`config.mk`:
```
export PLATFORM = sky130hd
export DESIGN_NAME = edge_capture_unit
export DESIGN_NICKNAME = d
export VERILOG_FILES = /design/src/rtl/edcap_pkg.sv /design/src/rtl/edcap_sync.sv /design/src/rtl/edcap_evt.sv /design/src/rtl/edcap_store.sv /design/src/rtl/edge_capture_unit.sv
export SDC_FILE = /design/constraint.sdc
export NUM_CORES = 1
export LEC_CHECK = 0
export ABC_AREA = 1
export BUFFER_PORTS_ARGS = -buffer_cell sky130_fd_sc_hd__buf_2
export CORE_MARGIN = 8
export CORE_UTILIZATION = 43
export DETAILED_ROUTE_END_ITERATION = 12
export PLACE_DENSITY = 0.74
export SYNTH_ARGS = -nofsm -noshare
export SYNTH_HDL_FRONTEND = slang
export SYNTH_HIERARCHICAL = 1
export SYNTH_SLANG_ARGS = --single-unit
```
`constraint.sdc`:
```
create_clock -name clk -period 1.4 [get_ports clk]
set_input_delay 0.28 -clock clk [delete_from_list [all_inputs] [get_ports clk]]
set_output_delay 0.28 -clock clk [all_outputs]
set_load 0.05 [all_outputs]
```
`src/rtl/edcap_pkg.sv`:
```
package edcap_pkg;
   typedef logic [3:0] mode_t;
   localparam mode_t MODE_OFF    = 4'b0000;
   localparam mode_t MODE_FALL   = 4'b0100;
   localparam mode_t MODE_RISE   = 4'b0101;
   localparam mode_t MODE_RISE_A = 4'b0110;
   localparam mode_t MODE_RISE_B = 4'b0111;
endpackage

```
`src/rtl/edcap_sync.sv`:
```
module edcap_sync #(
   parameter int STAGES = 2
) (
   input  logic clk,
   input  logic rst_n,
   input  logic d,
   output logic q
);
   logic [STAGES-1:0] stg;

   genvar i;
   generate
      for (i = 0; i < STAGES; i++) begin : g_stage
         if (i == 0) begin : g_first
            always_ff @(posedge clk or negedge rst_n) begin
               if (!rst_n) stg[0] <= 1'b0;
               else        stg[0] <= d;
            end
         end else begin : g_next
            always_ff @(posedge clk or negedge rst_n) begin
               if (!rst_n) stg[i] <= 1'b0;
               else        stg[i] <= stg[i-1];
            end
         end
      end
   endgenerate

   assign q = stg[STAGES-1];
endmodule

```
`src/rtl/edcap_evt.sv`:
```
module edcap_evt
   import edcap_pkg::*;
#(
   parameter int PRE_A = 4,
   parameter int PRE_B = 16,
   localparam int CW   = $clog2(PRE_B)
) (
   input  logic          clk,
   input  logic          rst_n,
   input  logic          lvl,
   input  mode_t         mode,
   input  logic          mode_we,
   output logic          evt,
   output logic [CW-1:0] cnt
);
   localparam logic [CW-1:0] LAST_A = CW'(PRE_A - 1);
   localparam logic [CW-1:0] LAST_B = CW'(PRE_B - 1);

   logic prev;
   logic rise, fall;
   logic presc_mode;

   always_ff @(posedge clk or negedge rst_n) begin
      if (!rst_n) prev <= 1'b0;
      else        prev <= lvl;
   end

   assign rise       = lvl & ~prev;
   assign fall       = ~lvl & prev;
   assign presc_mode = (mode == MODE_RISE_A) || (mode == MODE_RISE_B);

   always_comb begin
      evt = 1'b0;
      case (mode)
         MODE_FALL:   evt = fall;
         MODE_RISE:   evt = rise;
         MODE_RISE_A: evt = rise && (cnt == LAST_A);
         MODE_RISE_B: evt = rise && (cnt == LAST_B);
         default:     evt = 1'b0;
      endcase
   end

   always_ff @(posedge clk or negedge rst_n) begin
      if (!rst_n)                            cnt <= '0;
      else if (mode == MODE_OFF || mode_we)  cnt <= '0;
      else if (rise && presc_mode)           cnt <= evt ? '0 : cnt + 1'b1;
   end
endmodule

```
`src/rtl/edcap_store.sv`:
```
module edcap_store #(
   parameter int TMR_W = 16
) (
   input  logic             clk,
   input  logic             rst_n,
   input  logic             off,
   input  logic             evt,
   input  logic [TMR_W-1:0] tmr,
   input  logic             sw_set,
   input  logic             sw_clr,
   output logic [TMR_W-1:0] cap,
   output logic             flag
);
   always_ff @(posedge clk or negedge rst_n) begin
      if (!rst_n)   cap <= '0;
      else if (off) cap <= '0;
      else if (evt) cap <= tmr;
   end

   always_ff @(posedge clk or negedge rst_n) begin
      if (!rst_n)              flag <= 1'b0;
      else if (off)            flag <= 1'b0;
      else if (evt || sw_set)  flag <= 1'b1;
      else if (sw_clr)         flag <= 1'b0;
   end
endmodule

```
`src/rtl/edge_capture_unit.sv`:
```
module edge_capture_unit
   import edcap_pkg::*;
#(
   parameter int TMR_W       = 16,
   parameter int SYNC_STAGES = 2,
   parameter int PRE_A       = 4,
   parameter int PRE_B       = 16,
   localparam int CW         = $clog2(PRE_B)
) (
   input  logic             clk,
   input  logic             rst_n,
   input  logic             pin_async,
   input  logic [TMR_W-1:0] tmr_val,
   input  logic             mode_we,
   input  logic [3:0]       mode_wdata,
   output logic [3:0]       mode_o,
   output logic [TMR_W-1:0] cap_val,
   input  logic             flag_set,
   input  logic             flag_clr,
   output logic             flag_o
);
   generate
      if (TMR_W < 1) begin : g_bad_w
         $error("edge_capture_unit: TMR_W must be at least 1");
      end
      if (SYNC_STAGES < 2) begin : g_bad_sync
         $error("edge_capture_unit: SYNC_STAGES must be at least 2");
      end
      if (PRE_A < 2 || PRE_B <= PRE_A) begin : g_bad_pre
         $error("edge_capture_unit: need 2 <= PRE_A < PRE_B");
      end
   endgenerate

   mode_t          mode_q;
   logic           pin_sync;
   logic           cap_evt;
   logic [CW-1:0]  pre_cnt;

   always_ff @(posedge clk or negedge rst_n) begin
      if (!rst_n)       mode_q <= MODE_OFF;
      else if (mode_we) mode_q <= mode_wdata;
   end

   edcap_sync #(.STAGES(SYNC_STAGES)) u_sync (
      .clk   (clk),
      .rst_n (rst_n),
      .d     (pin_async),
      .q     (pin_sync)
   );

   edcap_evt #(.PRE_A(PRE_A), .PRE_B(PRE_B)) u_evt (
      .clk     (clk),
      .rst_n   (rst_n),
      .lvl     (pin_sync),
      .mode    (mode_q),
      .mode_we (mode_we),
      .evt     (cap_evt),
      .cnt     (pre_cnt)
   );

   edcap_store #(.TMR_W(TMR_W)) u_store (
      .clk    (clk),
      .rst_n  (rst_n),
      .off    (mode_q == MODE_OFF),
      .evt    (cap_evt),
      .tmr    (tmr_val),
      .sw_set (flag_set),
      .sw_clr (flag_clr),
      .cap    (cap_val),
      .flag   (flag_o)
   );

   assign mode_o = mode_q;
endmodule

```
==> impl_metrics.yaml <==
final_layout:
  ff_latch_area_um2: 706
  final_core_util_pct: 63.3
  fillerInstances: 265
  antenna_cells: 0
  multi_input_area_um2: 541
  syn2layout_area_growth_pct: 45.0
  final_common_cell: "nand2_1"
  layout-drive-gt1-share_pct: 45.1
  nNetsFinal: 252
  mostFrequentLayoutCells: "nand2_1, buf_2, dfrtp_1"
synth:
  yosysUniqueCellTypes: 18
  synth_top_area_cell: "dfrtp_1"
  ys_ff_latch: 28
  avgSynthCellArea_um2: 8.27
  syn_nets: 183
  syn-cell-area_um2: 1290
  synth_seq_area_share_pct: 54.3
  synth.area.top_cells: "dfrtp_1, nand2_1, nand3_1"
  syn-instance-count: 156
  yosys_warnings: 6
  yosysTopAreaCellShare_pct: 54.3
setup_path:
  crit_fanout: 5
  startpoint_type: "flip-flop"
  worst_setup_path_end_kind: "flip-flop"
  critPathSlowestCell: "dfrtp_2"
  crit_path_max_incr_delay_ns: 0.47
  crit_path_frequent_cell: "nand2_1"
  cp_cell_sequence: "inv_2 > nand3_2 > nor2_4 > nand3_1 > nand2_1 > nand2_2 > inv_4 > nor2_4 > buf_6 > nand2_1 > nand2_1"
  crit_required_ns: 1.62
  arrival_ns: 1.65
  path_class: "reg2reg"
cts:
  cts_made_buffers: 3
  cts_tree: "built"
  worstSkewPairLatency_ns: 0.32
  clockBufferDepth: 2
  cts-root-buf: "clkbuf_4"
  clkSlewWorstSetupHoldPaths_ns: 0.13
  cts_sinks: 28
  htree_num_levels: 1
job:
  maxCapViolCount: 0
pwr:
  pwr_density_cell_nw_per_um2: 1180
  peakVddDrop_uv: 651
  leakagePower_nw: 1.06
detailed_routing:
  drt-total-wl_um: 3470
  wl_per_cell_um: 13.5
  drc: 0
  ant_nets: 0
  first_pass_iters: 4
  route.vias.total: 1241
  drt-initial-drc-count: 17
  vias_per_cell: 4.83
status:
  violations: "negative setup slack"
  outcome: "complete, but fails checks"
placed_design:
  port_buffers: 46
  routabilityCongestion: 0.793
  dp_hpwl_um: 2450
grt:
  grt_max_degree: 20
  antenna_found_initial: 0
  grt_pass1_wl_um: 5780
  grt_pass1_vias: 1312
  grt_overflow: 0
  grt_util_all_layers_pct: 13.9
floorplanning:
  die_area_um2: 5010
  fp.dieH_um: 70.8
  die_x_um: 70.8
  core_area_um2: 2950
  std_cell_rows: 20
  initial_utilization_pct: 43.7
  io_pins: 47
sta:
  grt_setup_unrepaired: "true"
  setup_viol: 16
  fin_crit_sh_pct: 102
  min_period_ns: 1.43
  max_slew.worst_pin.slew_ns: 0.416
  finalHoldViolCount: 0
  tns_ns: -0.240
  max_clock_freq_ghz: 0.701
  clock_skew_ns: 0.0127
  slew_viol_final: 0
  relSlewSlack_pct: 72.3
  setup_slack_ns: -0.0275
hold_path:
  min_path_type: "in2reg"
==> kinds of logic after synthesis <==
logic type               count (synthesis)  synth area share (%)
AND/OR/NAND/NOR                         95                  31.7
flip-flops                              28                  54.3
buffers and inverters                   23                  8.24
AO/OA/AOI/OAI                            9                  4.75
adder cells (fa/ha/maj)                  1                 0.970
==> metrics by stage <==
stage               area (µm²)  power (mW)  hold WS, ns  setup WS [ns]  cells
finish                    1870        2.21       0.0624        -0.0275    257
detailed placement        1610        1.60        0.240        -0.0983    239
global route              1870        2.33       0.0296         -0.142    257
global placement          1610        1.59        0.234        -0.0588    239
floorplan                 1300        1.39      -0.0156         -0.215    156
CTS                       1770        2.18       0.0406        -0.0302    250
==> critical path: cells and delay by family, from the launching register on <==
family,cells,cell delay (ns)
buffers and inverters,3,0.30
DFF,1,0.47
and+or+nand+nor,8,0.58
==> synthesized netlist by cell type (all sizes together) <==
cell   instances
nand2         62
dfrtp         28
nand3         21
inv           19
nor2           9
a21oi          4
buf            4
o21ai          4
nand4          2
a31oi          1
ha             1
nor3           1
==> registers in the layout (all words and copies together), names as in the netlist <==
signal        cells
u_store/cap      16
u_evt/prev        1
u_evt/cnt         4
u_store/flag      1
u_sync/stg        1
mode_o            4
u_sync/q          1
==> power by group <==
group | leakage (nW) | internal [mW] | switching [mW]
logic | 0.667 | 0.239 | 0.485
registers | 0.363 | 0.900 | 0.0719
clock network | 0.0279 | 0.290 | 0.225
total | 1.06 | 1.43 | 0.782
==> layout make-up <==
cell class                 instances  area share (%)
clock buffer                       3            1.20
tap                               33            2.21
clock inverter                     1            1.61
inverter                          19            4.21
timing repair buffer              68            24.1
multi-input combinational        105            28.9
sequential                        28            37.7
==> layer usage <==
metal / routed length (µm) / GRT usage, % / part of all wire [%] / vias up
met4: 23 / 4.62 / 0.66 / 0
li1: - / - / - / 622
met3: 257 / 5.51 / 7.4 / 4
met2: 1750 / 23.6 / 51 / 31
met1: 1440 / 15.6 / 41 / 584
met5: 0 / 0 / 0 / -
==> worst paths after layout <==
kind | slack (ns) | from | to | cells after the start
max | -0.03 | mode_o[3] | u_store/cap[3] | 11
min | 0.06 | pin_async | u_sync/stg[0] | 1
max reg2reg | -0.03 | mode_o[3] | u_store/cap[3] | 11
min reg2reg | 0.41 | u_sync/stg[0] | u_sync/q | 0
max in group asynchronous | 0.54 | rst_n | u_store/cap[10] | 3
min in group asynchronous | 0.40 | rst_n | u_store/cap[8] | 2
==> what timing repair did <==
action / in CTS / in global routing
hold buffers: 1 / 0
endpoints found under the setup margin: 18 / 21
gates resized for setup: 19 / 10
setup buffers: 6 / 6
endpoints found under the hold margin: 17 / 0
gates cloned: 0 / 1
pin swaps: 5 / 7
(Power assumes the default switching activity.)
